## config.mk

```make
export PLATFORM = sky130hd
export DESIGN_NAME = trim_pulse_ctrl
export DESIGN_NICKNAME = d
export VERILOG_FILES = /design/src/rtl/trim_pkg.sv /design/src/rtl/trim_pulse_fsm.sv /design/src/rtl/trim_code_reg.sv /design/src/rtl/trim_pulse_ctrl.sv
export SDC_FILE = /design/constraint.sdc
export NUM_CORES = 1
export LEC_CHECK = 0
export CELL_PAD_IN_SITES_DETAIL_PLACEMENT = 1
export CELL_PAD_IN_SITES_GLOBAL_PLACEMENT = 2
export CORE_MARGIN = 3
export CORE_UTILIZATION = 43
export CTS_CLUSTER_SIZE = 8
export DETAILED_ROUTE_END_ITERATION = 12
export DONT_BUFFER_PORTS = 1
export HOLD_SLACK_MARGIN = 0.08
export PLACE_DENSITY_LB_ADDON = 0.1
export SLEW_MARGIN = 20
export SYNTH_ARGS = -nofsm -noshare
export SYNTH_HDL_FRONTEND = slang
export SYNTH_HIERARCHICAL = 1
export SYNTH_SLANG_ARGS = --single-unit
export TNS_END_PERCENT = 1
```

## constraint.sdc

```tcl
create_clock -name clk -period 5.35 [get_ports clk]
set_input_delay 0.535 -clock clk [delete_from_list [all_inputs] [get_ports clk]]
set_output_delay 0.535 -clock clk [all_outputs]
set_load 0.01 [all_outputs]
```

## src/rtl/trim_pkg.sv

```systemverilog
package trim_pkg;

  typedef enum logic [2:0] {
    ST_OFF,
    ST_WAKE,
    ST_QUIET,
    ST_READY,
    ST_MEASURE
  } trimState_t;

  typedef struct packed {
    logic stepUp;
    logic stepDown;
  } trimStrobe_t;

endpackage

```

## src/rtl/trim_pulse_fsm.sv

```systemverilog
module trim_pulse_fsm
  import trim_pkg::*;
#(
  parameter int RUNT_CYC  = 20,
  parameter int HOLD_CYC  = 200,
  parameter int SPACE_CYC = 10,
  parameter int WAKE_CYC  = 1000,
  parameter int CNT_W     = 11
) (
  input  logic        clk,
  input  logic        rstN,
  input  logic        enable,
  input  logic        lineLow,
  input  logic        lineHigh,
  input  logic        progRamp,
  output trimStrobe_t strobe
);

  localparam logic [CNT_W-1:0] CNT_CAP   = CNT_W'(HOLD_CYC + 1);
  localparam logic [CNT_W-1:0] WAKE_LAST  = CNT_W'(WAKE_CYC - 1);
  localparam logic [CNT_W-1:0] SPACE_LAST = CNT_W'(SPACE_CYC - 1);

  trimState_t       state, stateNext;
  logic [CNT_W-1:0] cnt, cntNext;
  logic             sideLow, sideLowNext;
  logic             firstPend, firstPendNext;
  trimStrobe_t      strobeNext;

  logic awayLow, awayHigh, atMid, sameSide, qualified;

  // Conflicting flags are read as mid.
  assign awayLow   = lineLow & ~lineHigh;
  assign awayHigh  = lineHigh & ~lineLow;
  assign atMid     = ~(awayLow | awayHigh);
  assign sameSide  = sideLow ? awayLow : awayHigh;
  // The runt guard also holds if the hold limit is set below the runt limit.
  assign qualified = (cnt >= CNT_W'(RUNT_CYC)) && (cnt > CNT_W'(HOLD_CYC));

  always_comb begin
    stateNext     = state;
    cntNext       = cnt;
    sideLowNext   = sideLow;
    firstPendNext = firstPend;
    strobeNext    = '0;
    if (!enable) begin
      stateNext     = ST_OFF;
      cntNext       = '0;
      firstPendNext = 1'b1;
    end else begin
      unique case (state)
        ST_OFF: begin
          stateNext = ST_WAKE;
          cntNext   = '0;
        end
        ST_WAKE: begin
          if (cnt == WAKE_LAST) begin
            stateNext = ST_QUIET;
            cntNext   = '0;
          end else begin
            cntNext = cnt + 1'b1;
          end
        end
        default: begin
          if (progRamp) begin
            stateNext = ST_QUIET;
            cntNext   = '0;
          end else begin
            unique case (state)
              ST_QUIET: begin
                if (!atMid) begin
                  cntNext = '0;
                end else if (cnt == SPACE_LAST) begin
                  stateNext = ST_READY;
                  cntNext   = '0;
                end else begin
                  cntNext = cnt + 1'b1;
                end
              end
              ST_READY: begin
                if (!atMid) begin
                  stateNext   = ST_MEASURE;
                  sideLowNext = awayLow;
                  cntNext     = CNT_W'(1);
                end
              end
              default: begin
                if (sameSide) begin
                  cntNext = (cnt == CNT_CAP) ? cnt : cnt + 1'b1;
                end else begin
                  stateNext = ST_QUIET;
                  cntNext   = '0;
                  if (atMid && qualified) begin
                    if (firstPend) begin
                      firstPendNext = 1'b0;
                    end else begin
                      strobeNext.stepUp   = sideLow;
                      strobeNext.stepDown = ~sideLow;
                    end
                  end
                end
              end
            endcase
          end
        end
      endcase
    end
  end

  always_ff @(posedge clk) begin
    if (!rstN) begin
      state     <= ST_OFF;
      cnt       <= '0;
      sideLow   <= 1'b0;
      firstPend <= 1'b1;
      strobe    <= '0;
    end else begin
      state     <= stateNext;
      cnt       <= cntNext;
      sideLow   <= sideLowNext;
      firstPend <= firstPendNext;
      strobe    <= strobeNext;
    end
  end

endmodule

```

## src/rtl/trim_code_reg.sv

```systemverilog
module trim_code_reg
  import trim_pkg::*;
#(
  parameter int CODE_W = 7
) (
  input  logic              clk,
  input  logic              rstN,
  input  logic [CODE_W-1:0] presetCode,
  input  trimStrobe_t       strobe,
  output logic [CODE_W-1:0] code
);

  localparam logic [CODE_W-1:0] CODE_MAX = '1;
  localparam logic [CODE_W-1:0] CODE_MIN = '0;

  always_ff @(posedge clk) begin
    if (!rstN) begin
      code <= presetCode;
    end else if (strobe.stepUp && code != CODE_MAX) begin
      code <= code + 1'b1;
    end else if (strobe.stepDown && code != CODE_MIN) begin
      code <= code - 1'b1;
    end
  end

endmodule

```

## src/rtl/trim_pulse_ctrl.sv

```systemverilog
module trim_pulse_ctrl
  import trim_pkg::*;
#(
  parameter int CODE_W   = 7,
  parameter int CLK_KHZ  = 125000,
  parameter int RUNT_US  = 20,
  parameter int HOLD_US  = 200,
  parameter int SPACE_US = 10,
  parameter int WAKE_US  = 1000
) (
  input  logic              clk,
  input  logic              rstN,
  input  logic              enable,
  input  logic              lineLow,
  input  logic              lineHigh,
  input  logic              progRamp,
  input  logic [CODE_W-1:0] presetCode,
  output logic [CODE_W-1:0] trimCode
);

  localparam int RUNT_CYC  = (CLK_KHZ * RUNT_US) / 1000;
  localparam int HOLD_CYC  = (CLK_KHZ * HOLD_US) / 1000;
  localparam int SPACE_CYC = (CLK_KHZ * SPACE_US) / 1000;
  localparam int WAKE_CYC  = (CLK_KHZ * WAKE_US) / 1000;
  localparam int CNT_TOP   = (WAKE_CYC > HOLD_CYC + 2) ? WAKE_CYC : HOLD_CYC + 2;
  localparam int CNT_W     = $clog2(CNT_TOP + 1);

  trimStrobe_t strobe;

  trim_pulse_fsm #(
    .RUNT_CYC (RUNT_CYC),
    .HOLD_CYC (HOLD_CYC),
    .SPACE_CYC(SPACE_CYC),
    .WAKE_CYC (WAKE_CYC),
    .CNT_W    (CNT_W)
  ) u_fsm (
    .clk     (clk),
    .rstN    (rstN),
    .enable  (enable),
    .lineLow (lineLow),
    .lineHigh(lineHigh),
    .progRamp(progRamp),
    .strobe  (strobe)
  );

  trim_code_reg #(
    .CODE_W(CODE_W)
  ) u_code (
    .clk       (clk),
    .rstN      (rstN),
    .presetCode(presetCode),
    .strobe    (strobe),
    .code      (trimCode)
  );

endmodule

```

# After elaboration in Yosys (flattened, before gate mapping)
# Index checks and enable logic that the tools add are counted.
dict set report op_classes {
  addsub 3
  n_lt_le_gt_ge 2
  n_eq_ne 14
  mux 21
  bitwise_logic 14
  reduce_logical 14
}
# operator n
set op_table {}
lappend op_table {{two-way mux 17 bit} 7}
lappend op_table {{one-hot mux 17 bit (2 select lines)} 2}
lappend op_table {{two-way mux 7 bit} 3}
lappend op_table {{two-way mux 3 bit} 6}
lappend op_table {{adder 17 x 1 -> 17 bit (second input constant)} 1}
lappend op_table {{equality test 17 x 11 -> 1 bit (second input constant)} 1}
lappend op_table {{equality test 17 x 15 -> 1 bit (second input constant)} 1}
lappend op_table {{equality test 17 bit (second input constant)} 1}
lappend op_table {{>= comparator 17 x 12 -> 1 bit (second input constant)} 1}
lappend op_table {{> comparator 17 x 15 -> 1 bit (second input constant)} 1}
lappend op_table {{AND reduction 5 bit} 3}
lappend op_table {{inequality test 7 bit (second input constant)} 2}
lappend op_table {{one-hot mux 3 bit (2 select lines)} 2}
lappend op_table {{NOT 1 bit} 11}
lappend op_table {{inequality test 5 x 4 -> 1 bit (second input constant)} 2}
lappend op_table {{OR reduction 10 bit} 1}
lappend op_table {{adder 7 x 1 -> 7 bit (second input constant)} 1}
lappend op_table {{nonzero test 7 bit} 1}
lappend op_table {{subtractor 7 x 1 -> 7 bit (second input constant)} 1}
lappend op_table {{equality test 3 x 2 -> 1 bit (second input constant)} 2}
lappend op_table {{inequality test 6 bit (second input constant)} 1}
lappend op_table {{inequality test 5 bit (second input constant)} 1}
lappend op_table {{logical AND 1 bit} 4}
lappend op_table {{AND reduction 2 bit} 2}
lappend op_table {{other kinds (8)} 10}
dict set report word_totals {
  register_bits 31
  in_bits 13
  output_inout_bits 7
}

# Longest topological paths before layout
# Gate-level depths: netlist of run 1.
dict set report depth {
  ltp_word 7
  ltp_mapped 8
  depth_no_buf 7
}

# By module
# Netlist of run 1, hierarchy kept.
# module instances cells_per_inst area_each_um2 seq_area_each_um2
set modules_own_cells {}
lappend modules_own_cells {trim_pulse_fsm 1 164 1519.0 480.5}
lappend modules_own_cells {trim_code_reg 1 57 574.3 210.2}

# Worst setup path before layout of run 1
# No wires, ideal clock.
dict set report synth_path {
  kind {reg2reg}
  start {register u_code.code[0]}
  end {register u_code.code[6] (data pin)}
  setup_time_ns 0.163
  arrival_ns 2.271
  setup_slack_ns 2.916
  stages_incl_launch_ff 8
  synth_period_minus_slack_ns 2.434
  path_cell_list {edfxtp_1 nand3_1 o21ai_0 ha_1 a211oi_2 o21bai_1 a2111o_1 o221ai_1}
}
dict set report synth_between {
  elab_chain_len 4
  elab_cells_between_ends 7
  classes_between {add/sub: 2; eq/ne: 1; mux: 3; reduce/logical: 1}
}
# element line_no
set synth_lines {}
lappend synth_lines {{start: declaration} trim_code_reg.sv:10} ;# output logic [CODE_W-1:0] code
lappend synth_lines {{start signal: assignment} trim_code_reg.sv:18} ;# code <= presetCode;
lappend synth_lines {{start signal: assignment} trim_code_reg.sv:20} ;# code <= code + 1'b1;
lappend synth_lines {{start signal: assignment} trim_code_reg.sv:22} ;# code <= code - 1'b1;
lappend synth_lines {{subtractor 7 x 1 -> 7 bit / inequality test 7 bit (equally long branches)} {trim_code_reg.sv:22, trim_code_reg.sv:19}}
lappend synth_lines {{two-way mux 7 bit / logical AND 1 bit (equally long branches)} {trim_code_reg.sv:21, trim_code_reg.sv:19}}
lappend synth_lines {{two-way mux 7 bit *} trim_code_reg.sv:19} ;# end else if (strobe.stepUp && code != CODE_MAX) begin
lappend synth_lines {{two-way mux 7 bit *} trim_code_reg.sv:17} ;# if (!rstN) begin
# Every way passes the cells marked *; elsewhere a longest branch is shown, timed or not. The select of a mux whose other input is x is not followed.
# A chain may end at the register's enable or synchronous reset.

# Final worst setup path of run 1
dict set report layout_path {
  start {register u_code.code[5]}
  end {register u_code.code[5] (data pin)}
}
# The elaborated chain is that of the path after synthesis.

==> results of run 1 <==
cell families (layout without fill, tap and decap cells):
group | count (synthesis) | in the layout | share of synthesized area, %
multiplexers | 4 | 4 | 2.03
AO/OA/AOI/OAI | 51 | 51 | 20.0
AND/OR/NAND/NOR | 89 | 89 | 27.1
flip-flops | 31 | 31 | 33.0
buffers and inverters | 19 | 21 | 4.24
adder cells (fa/ha/maj) | 11 | 11 | 6.93
XOR/XNOR | 16 | 16 | 6.69
worst min-delay path by stage:
stage | from | end | slack, ns | cells past startpoint
5_1_grt | enable | u_fsm/state[1]$_SDFFE_PN0P_ | 0.38 | 1
6_report | enable | u_fsm/state[1]$_SDFFE_PN0P_ | 0.40 | 1
4_1_cts | enable | u_fsm/state[1]$_SDFFE_PN0P_ | 0.39 | 1
2_1_floorplan | u_fsm/firstPend$_SDFFE_PN1P_ | u_fsm/strobe[1]$_SDFF_PP0_ | 0.42 | 1
3_3_place_gp | u_fsm/firstPend$_SDFFE_PN1P_ | u_fsm/strobe[0]$_SDFF_PP0_ | 0.44 | 1
3_5_place_dp | u_fsm/firstPend$_SDFFE_PN1P_ | u_fsm/strobe[0]$_SDFF_PP0_ | 0.45 | 1
through the flow:
step                instance area [µm²]  power [W]
floorplan                          2090   0.000305
global placement                   2130   0.000315
detailed placement                 2130   0.000319
CTS                                2230   0.000513
global route                       2230   0.000530
finish                             2230   0.000505
state kept, by name (all words and copies together) (netlist names):
| name | flops |
|---|---|
| u_fsm/firstPend | 1 |
| u_code/code | 7 |
| u_fsm/sideLow | 1 |
| u_fsm/cnt | 17 |
| u_fsm/state | 3 |
| u_fsm/strobe | 2 |
power by group through the flow:
stage	logic, W	clock network [W]	registers, W
finish	0.0000558	0.000191	0.000259
global route	0.0000622	0.000208	0.000260
CTS	0.0000556	0.000198	0.000259
detailed placement	0.0000549	0	0.000264
global placement	0.0000519	0	0.000263
floorplan	0.0000441	0	0.000261
area by class of cell:
class / count / area share [%]
clock inverter: 1 / 0.225
tap: 65 / 3.65
clock buffer: 7 / 3.88
multi-input combinational: 171 / 59.0
inverter: 13 / 2.19
sequential: 31 / 31.0
synthesized netlist by cell type (all sizes together) (3+ instances only):
master,number
buf,3
nor2,18
o311ai,3
nand2,18
nand3,9
o21ai,11
nor4,4
nor3,4
inv,13
nor2b,3
and4b,3
xor2,11
a31oi,4
a21oi,13
nand4,5
and3,3
clkbuf,3
ha,10
dfxtp,24
edfxtp,7
xnor2,5
layer usage:
layer / GRT usage [%] / vias to the layer above / share of wire [%]
met1: 23.6 / 855 / 46
met4: 6.02 / 0 / 1.1
met2: 34.3 / 25 / 49
li1: - / 833 / -
met3: 4.49 / 5 / 3.5
met5: 0 / - / 0
critical path, cell delays in order (launching register included):
cell and delay [ns]:
edfxtp_1 0.49, nand4_1 0.14, o21ai_0 0.72, ha_1 0.37, a21oi_1 0.23, o21ai_0 0.17, a2111o_1 0.43, o311ai_0 0.11
==> out/qor.yml, run 1 <==
fin_crit_sh_pct: 53.8
rr_startpoint: "u_code/code[5]$_DFFE_PP_"
die_area_um2: 5740
async_flop_share_pct: 0
chipHeight_um: 75.8
ys_top_cells_by_area: "dfxtp_1 23%, edfxtp_1 10%, ha_1 6.0%, xor2_1 4.6%, nor2_2 3.3%"
peakVddDrop_v: 0.000131
post-cts-setup-buffers: 0
switching_share_pct: 26.1
hold_buffers: 0
skew_ns: 0.00946
hold_viol: 0
nets: 246
die_w_um: 75.8
portBuffers: 0
ys_seq_elements: 31
synthCells: 221
first_iter_violations: 72
grtUsageTotal_pct: 19.6
clock_sinks: 31
synth_warnings: 6
cap_violations: 0
min_path_type: "primary input to flop"
p_comb_share_pct: 11.0
synth.largest_area_cell: "dfxtp_1"
seq_area_frac_synth_pct: 33.0
fin_crit_ns: 2.88
start_util_pct: 46.2
clock_tree.root_cell: "clkbuf_8"
r2r-end: "u_code/code[5]$_DFFE_PP_"
grt_pass1_vias: 1743
status: "completed"
grt_overflow_total: 0
startpoint: "u_code/code[5]$_DFFE_PP_"
n_antenna_cell: 0
grt_pass1_wl_um: 8540
critPathKind: "flop to flop"
start_kind: "flop"
via_per_inst: 5.97
placeableCoreArea_um2: 4530
rsz0062_at_grt: "false"
clk_pin_slew_worst_paths_ns: 0.07
antenna_left: 0
utilization_pct: 49.1
instances_no_fill: 288
syn_nets: 245
rows: 24
grt_max_degree: 15
place_inst: 280
post_drt_wl_per_cell_um: 17.9
drc: 0
io_pins: 20
max_freq_mhz: 347
crit_path_end_kind: "flop"
dr.pass1.iters: 4
synth_edf_count: 7
vias: 1718
area.growth.synth_to_final_pct: 6.34
total_leakage_power_nw: 0.709
cts_made_buffers: 5
reg2reg_depth: 7
grt_antenna_before_repair: 0
worstPathRequired_ns: 5.43
tightest_slew_ns: 0.871
seq_power_share_pct: 51.2
fillCellCount: 531
avgSynthCellArea_um2: 9.47
cts_max_level: 2
place_congestion: 0.832
cp-endpoint: "u_code/code[5]$_DFFE_PP_"
power.internal_w: 0.000374
cts_tree: "yes"
fin_ws_ns: 2.47
synth_cell_type_count: 68
arrival_ns: 2.96
post-place-ws_ns: 2.55
setup_tns_ns: 0
finalSetupViolCount: 0
synthFlopType: "dfxtp_1"
hpwl_um: 3960
power_frac_clock_pct: 37.8
layout_commonest_cell: "dfxtp_1"
multi_input_area_um2: 1310
netlist.area_leader.share_pct: 23.0
cts_resized: 0
drive_gt1_share_pct: 16.1
slew_viol_final: 0
rrSetupSlack_ns: 2.47
power_per_cell_area_nw_per_um2: 227
insertion_delay_ns: 0.28
cp_max_fo: 7
clk_path_buf_depth: 2
synth.cell_area_um2: 2090
maxSlewHeadroom_pct: 41.3
switching_power_w: 0.000132
routed_wl_um: 5170
final-seq-area_um2: 691
holdWs_ns: 0.398
final_cell_mix: "24 x dfxtp_1, 18 x nand2_1, 13 x inv_1"
No activity file was read; power rests on OpenSTA's default activity.
==> run 2, diff against run 1 <==
--- a/config.mk
+++ b/config.mk
@@ -8,7 +8,7 @@
 export CELL_PAD_IN_SITES_DETAIL_PLACEMENT = 1
 export CELL_PAD_IN_SITES_GLOBAL_PLACEMENT = 2
 export CORE_MARGIN = 3
-export CORE_UTILIZATION = 43
+export CORE_UTILIZATION = 40
 export CTS_CLUSTER_SIZE = 8
 export DETAILED_ROUTE_END_ITERATION = 12
 export DONT_BUFFER_PORTS = 1
==> constraint.sdc (replaced) <==
create_clock -name clk -period 2.7 [get_ports clk]
set_input_delay 0.27 -clock clk [delete_from_list [all_inputs] [get_ports clk]]
set_output_delay 0.27 -clock clk [all_outputs]
set_load 0.01 [all_outputs]
==> run 2 against run 1 <==
Hold slack worse by 0.27 ns. Critical endpoint unchanged. Utilization is 1.9 points lower. Fmax is 15% higher. Combinational power grew to 2.5 times the previous value. Global-route usage is 0.99 points lower. Sequential share of layout area is 1.1 points lower. Cell count is 3.8% higher. Critical path type unchanged.
==> out/qor.yml, run 2 (same netlist as run 1, synthesis figures left out) <==
final_cell_mix: "24 x dfxtp_1, 18 x nand2_1, 13 x inv_1"
portBuffers: 0  # unchanged
drive_gt1_share_pct: 19.4  # +3.3 points
cts_max_level: 2  # unchanged
n_antenna_cell: 0  # unchanged
fin_crit_ns: 2.51  # -0.367 ns
critPathMaxStageDelay_ns: 0.43  # -0.29 ns
utilization_pct: 47.2  # -1.9 points
placeableCoreArea_um2: 4880  # +7.6%
cp_max_fo: 6  # -1
layout_commonest_cell: "dfxtp_1"
clock_tree.root_cell: "clkbuf_8"
place_area_um2: 2200  # +3.3%
nets: 255  # +3.7%
crit_family: "compound AO/OA/AOI/OAI gates"
power_per_cell_area_nw_per_um2: 451  # +99%
hold_viol: 0  # unchanged
total_leakage_power_nw: 0.755  # +6.4%
grt_pass1_vias: 1858  # +6.6%
clk_path_buf_depth: 2  # unchanged
final-seq-area_um2: 691  # unchanged
maxSlewHeadroom_pct: 58.8  # +17 points
max_freq_mhz: 398  # +15%
io_pins: 20  # unchanged
fin_crit_sh_pct: 93.1  # +39 points
worstPathRequired_ns: 2.72  # -2.71 ns
rsz0062_at_grt: "false"
dr.pass1.iters: 4  # unchanged
cts_made_buffers: 5  # unchanged
grtUsageMet1_pct: 23.0  # -0.62 points
die_area_um2: 6140  # +6.9%
multi_input_area_um2: 1310  # unchanged
design_area_um2: 2300  # +3.5%
first_iter_violations: 81  # +13%
vias: 1749  # +1.8%
via_per_inst: 5.85  # -1.9%
fin_ws_ns: 0.186  # -2.28 ns
start_kind: "flop"
fillCellCount: 578  # +8.9%
crit_path_end_kind: "flop"
finalSetupViolCount: 0  # unchanged
insertion_delay_ns: 0.28  # about the same
routed_wl_um: 5380  # +4.1%
grt_overflow_total: 0  # unchanged
min_path_type: "primary input to flop"
critPathKind: "flop to flop"
regMostFlops: "u_fsm/cnt"
area.growth.synth_to_final_pct: 10.1
grtUsageTotal_pct: 18.6  # -0.99 points
hpwl_um: 4240  # +7.2%
arrival_ns: 2.54  # -0.42 ns
tightest_slew_ns: 0.618  # -0.253 ns
grt_pass1_wl_um: 9140  # +7.0%
clk_pin_slew_worst_paths_ns: 0.07  # about the same
chipHeight_um: 78.3  # +3.4%
antenna_left: 0  # unchanged
post_drt_wl_per_cell_um: 18.0  # +0.31%
grt_max_degree: 15  # unchanged
clock_sinks: 31  # unchanged
setup_tns_ns: 0  # unchanged
grt.met3_usage_pct: 4.24  # -0.24 points
crit_chain: "nand3_1 -> o21ai_1 -> ha_1 -> a21oi_1 -> o21ai_0 -> a2111o_1 -> o311ai_0"
peakVddDrop_v: 0.000250  # +91%
start_util_pct: 42.9  # -3.3 points
grt_antenna_before_repair: 0  # unchanged
path_buf_inv: 0  # unchanged
grt.met2_usage_pct: 32.8  # -1.5 points
cts_tree: "yes"
die_w_um: 78.3  # +3.4%
skew_ns: 0.0109  # +0.00145 ns
drc: 0  # unchanged
holdWs_ns: 0.130  # -0.268 ns
status: "completed"
cap_violations: 0  # unchanged
reg.largest.list: "u_fsm/cnt x17, u_code/code x7, u_fsm/state x3"
grt.busiest_layer: "met2"
rows: 25  # +4.2%
slew_viol_final: 0  # unchanged
cp_slowest_cell: "edfxtp_1"
post-place-ws_ns: 0.0338  # -2.52 ns
place_congestion: 0.853  # +2.6%
hold_buffers: 0  # unchanged
largest_register_ffs: 17  # unchanged
==> run 2: cell count changes in the layout (fill, tap and decap cells not counted), sizes merged <==
cell,previous run,this run
buf,0,9
clkinv,1,0
clkbuf,7,8
==> run 2: worst reg2reg max path, cell delays in order (launching register included) <==
cell	delay (ns)
edfxtp_1	0.43
nand3_1	0.12
o21ai_1	0.41
ha_1	0.38
a21oi_1	0.18
o21ai_0	0.16
a2111o_1	0.43
o311ai_0	0.15
==> run 2: final timing paths <==
kind / from / to / slack (ns) / cells past startpoint
setup / recovery: u_code/code[0]$_DFFE_PP_ / u_code/code[5]$_DFFE_PP_ / 0.19 / 7
setup reg to reg: u_code/code[0]$_DFFE_PP_ / u_code/code[5]$_DFFE_PP_ / 0.19 / 7
hold / removal: enable / u_fsm/state[1]$_SDFFE_PN0P_ / 0.13 / 1
hold reg to reg: u_fsm/firstPend$_SDFFE_PN1P_ / u_fsm/strobe[1]$_SDFF_PP0_ / 0.46 / 1
==> run 2: area by class of cell <==
type / count / share of cell area [%]
repair buffers: 9 / 2.93
flip-flops and latches: 31 / 30.0
inverters: 13 / 2.12
clock buffers: 8 / 4.34
multi-input cells: 171 / 57.0
well taps: 67 / 3.64
==> run 2: through the flow <==
step,power [W],cells
global route,0.00110,299
finish,0.00104,299
global placement,0.000640,291
detailed placement,0.000650,291
floorplan,0.000605,221
CTS,0.00106,299
==> run 2: what timing repair did <==
item	4_1_cts	5_1_grt
resized for setup	0	1
endpoints found under the setup margin	0	3
buffers inserted	0	0
==> run 2: metal layers <==
metal	vias to the layer above	part of all wire, %
met5	-	0
met3	9	4.2
met1	863	44
met4	0	1.2
met2	30	51
li1	847	-
==> run 2: power breakdown <==
group	leakage (nW)	switching, W	internal, W
sequential	0.262	0.00000962	0.000490
clock	0.0515	0.000167	0.000233
combinational	0.441	0.0000844	0.0000565
total	0.755	0.000261	0.000779
==> run 3, diff against run 2 <==
--- a/config.mk
+++ b/config.mk
@@ -5,15 +5,14 @@
 export SDC_FILE = /design/constraint.sdc
 export NUM_CORES = 1
 export LEC_CHECK = 0
-export CELL_PAD_IN_SITES_DETAIL_PLACEMENT = 1
-export CELL_PAD_IN_SITES_GLOBAL_PLACEMENT = 2
+export CORE_ASPECT_RATIO = 0.75
 export CORE_MARGIN = 3
-export CORE_UTILIZATION = 40
+export CORE_UTILIZATION = 63
 export CTS_CLUSTER_SIZE = 8
 export DETAILED_ROUTE_END_ITERATION = 12
 export DONT_BUFFER_PORTS = 1
 export HOLD_SLACK_MARGIN = 0.08
-export PLACE_DENSITY_LB_ADDON = 0.1
+export PLACE_DENSITY = 0.79
 export SLEW_MARGIN = 20
 export SYNTH_ARGS = -nofsm -noshare
 export SYNTH_HDL_FRONTEND = slang
==> run 3 against run 2 <==
Critical path depth unchanged. Cell count fell by 10%. First-iteration DRC count grew to 2.6 times the previous value. Die area shrank 34%. Critical path type unchanged. Critical endpoint unchanged. Largest cell class unchanged.
==> out/qor.yml, run 3 (same netlist as run 1, synthesis figures left out) <==
tightest_slew_ns: 0.611  # -0.00694 ns
hold_viol: 0  # unchanged
cts_made_buffers: 5  # unchanged
whs_path_depth: 1  # unchanged
layout_commonest_cell: "dfxtp_1"
slew_viol_final: 0  # unchanged
power_per_cell_area_nw_per_um2: 448  # -0.72%
fillCellCount: 220  # -62%
cp_max_fo: 7  # +1
grt.met3_usage_pct: 7.22  # +3.0 points
start_util_pct: 68.3  # +25 points
die_area_um2: 4060  # -34%
n_antenna_cell: 0  # unchanged
routed_wl_um: 4770  # -11%
rsz0062_at_grt: "false"
max_freq_mhz: 394  # -0.95%
grt.met2_usage_pct: 38.3  # +5.5 points
peakVddDrop_v: 0.000353  # +41%
reg.largest.list: "u_fsm/cnt x17, u_code/code x7, u_fsm/state x3"
fin_crit_ns: 2.54  # +0.0240 ns
clock_tree.root_cell: "clkbuf_8"
power.internal_w: 0.000726  # -6.8%
clk_path_buf_depth: 2  # unchanged
post-cts-setup-buffers: 0  # unchanged
grtUsageMet1_pct: 32.7  # +9.7 points
maxSlewHeadroom_pct: 59.0  # +0.19 points
switching_share_pct: 27.9  # +2.8 points
drive_gt1_share_pct: 19.5  # +0.084 points
fin_crit_sh_pct: 94.0  # +0.89 points
min_path_type: "primary input to flop"
grt_pass1_wl_um: 7910  # -13%
grt_max_degree: 15  # unchanged
post_drt_wl_per_cell_um: 17.7  # -1.6%
portBuffers: 0  # unchanged
nets: 254  # -0.39%
cap_violations: 0  # unchanged
clock_sinks: 31  # unchanged
switching_power_w: 0.000281  # +7.7%
rrSetupSlack_ns: 0.16  # -0.02 ns
die_w_um: 72.6  # -7.4%
clk_pin_slew_worst_paths_ns: 0.07  # about the same
dr.pass1.iters: 4  # unchanged
io_pins: 20  # unchanged
post-place-ws_ns: 0.0217  # -0.0121 ns
start_kind: "flop"
hold_start: "enable"
skew_ns: 0.00701  # -0.00391 ns
grt.busiest_layer: "met2"
setup_tns_ns: 0  # unchanged
drc: 0  # unchanged
first_iter_violations: 210  # +160%
crit_path_end_kind: "flop"
grt_antenna_before_repair: 0  # unchanged
rows: 17  # -32%
reg2reg_depth: 7  # unchanged
vias: 1799  # +2.9%
grt_pass1_vias: 1667  # -10%
finalSetupViolCount: 0  # unchanged
regMostFlops: "u_fsm/cnt"
cts_max_level: 2  # unchanged
insertion_delay_ns: 0.29  # about the same
hpwl_um: 3570  # -16%
status: "completed"
rr_startpoint: "u_code/code[0]$_DFFE_PP_"
fin_ws_ns: 0.162  # -0.0240 ns
final_cell_mix: "24 x dfxtp_1, 18 x nand2_1, 13 x inv_1"
critPathKind: "flop to flop"
place_congestion: 0.906  # +6.1%
p_comb_share_pct: 13.8  # +0.2 points
seq_power_share_pct: 49.6  # +1.6 points
area.growth.synth_to_final_pct: 7.41
grtUsageTotal_pct: 25.1  # +6.5 points
power_frac_clock_pct: 36.6  # -1.8 points
largest_register_ffs: 17  # unchanged
total_leakage_power_nw: 0.743  # -1.5%
chipHeight_um: 55.9  # -29%
placeableCoreArea_um2: 3060  # -37%
whs_endpoint: "u_fsm/state[1]$_SDFFE_PN0P_"
via_per_inst: 6.69  # +14%
cts_resized: 1  # +1
hold_buffers: 0  # unchanged
worstPathRequired_ns: 2.78  # +0.06 ns
cts_tree: "yes"
grt_overflow_total: 0  # unchanged
arrival_ns: 2.62  # +0.08 ns
r2r-end: "u_code/code[5]$_DFFE_PP_"
antenna_left: 0  # unchanged
-- run 3: changes by cell type in the layout (fill, tap and decap cells not counted), sizes merged --
| cell | change |
|---|---|
| buf | -1 |
| clkbuf | -3 |
| clkinv | +1 |
| clkinvlp | +1 |
| inv | +1 |
-- run 3: area by class of cell --
| class | instances | area (µm²) | area share (%) |
|---|---|---|---|
| Clock buffer | 5 | 68.8 | 3.06 |
| Clock inverter | 3 | 18.8 | 0.835 |
| Inverter | 13 | 48.8 | 2.17 |
| Multi-Input combinational cell | 171 | 1310 | 58.4 |
| Sequential cell | 31 | 691 | 30.7 |
| Tap cell | 38 | 47.5 | 2.11 |
| Timing Repair Buffer | 8 | 60.1 | 2.67 |
-- run 3: worst max-delay path by stage --
stage	slack, ns	depth (start not counted)	startpoint	to
6_report	0.16	7	u_code/code[0]$_DFFE_PP_	u_code/code[5]$_DFFE_PP_
4_1_cts	0.25	7	u_code/code[0]$_DFFE_PP_	u_code/code[5]$_DFFE_PP_
3_3_place_gp	0.22	7	u_code/code[0]$_DFFE_PP_	u_code/code[5]$_DFFE_PP_
3_5_place_dp	0.02	7	u_code/code[0]$_DFFE_PP_	u_code/code[5]$_DFFE_PP_
5_1_grt	0.09	7	u_code/code[0]$_DFFE_PP_	u_code/code[5]$_DFFE_PP_
2_1_floorplan	0.27	7	u_code/code[0]$_DFFE_PP_	u_code/code[6]$_DFFE_PP_
-- run 3: stage by stage --
stage	std cells	instance area [µm²]	util (%)	hold slack [ns]	power [W]
2_1_floorplan	221	2090	-	0.398	0.000605
3_3_place_gp	261	2160	70.5	0.403	0.000637
3_5_place_dp	261	2160	70.5	0.409	0.000644
4_1_cts	269	2250	73.4	0.104	0.00101
5_1_grt	269	2250	73.4	0.100	0.00105
6_report	269	2250	73.4	0.107	0.00101
-- run 3: critical path: stages, from the launching register on --
cell and delay [ns]:
edfxtp_1 0.43, nand3_1 0.13, o21ai_1 0.51, ha_1 0.41, a21oi_1 0.17, o21ai_0 0.14
a2111o_1 0.43, o311ai_0 0.11
-- run 3: power groups by stage --
stage / Combinational [W] / Sequential (W) / Clock, W
2_1_floorplan: 0.0000875 / 0.000518 / 0
3_3_place_gp: 0.000128 / 0.000509 / 0
3_5_place_dp: 0.000135 / 0.000509 / 0
4_1_cts: 0.000136 / 0.000499 / 0.000376
5_1_grt: 0.000149 / 0.000501 / 0.000404
6_report: 0.000139 / 0.000499 / 0.000369
-- run 3: layer usage --
layer / routed length (µm) / part of all wire (%)
met1: 2090 / 44
met3: 431 / 9.0
met2: 2170 / 45
met4: 79 / 1.7
met5: 0 / 0
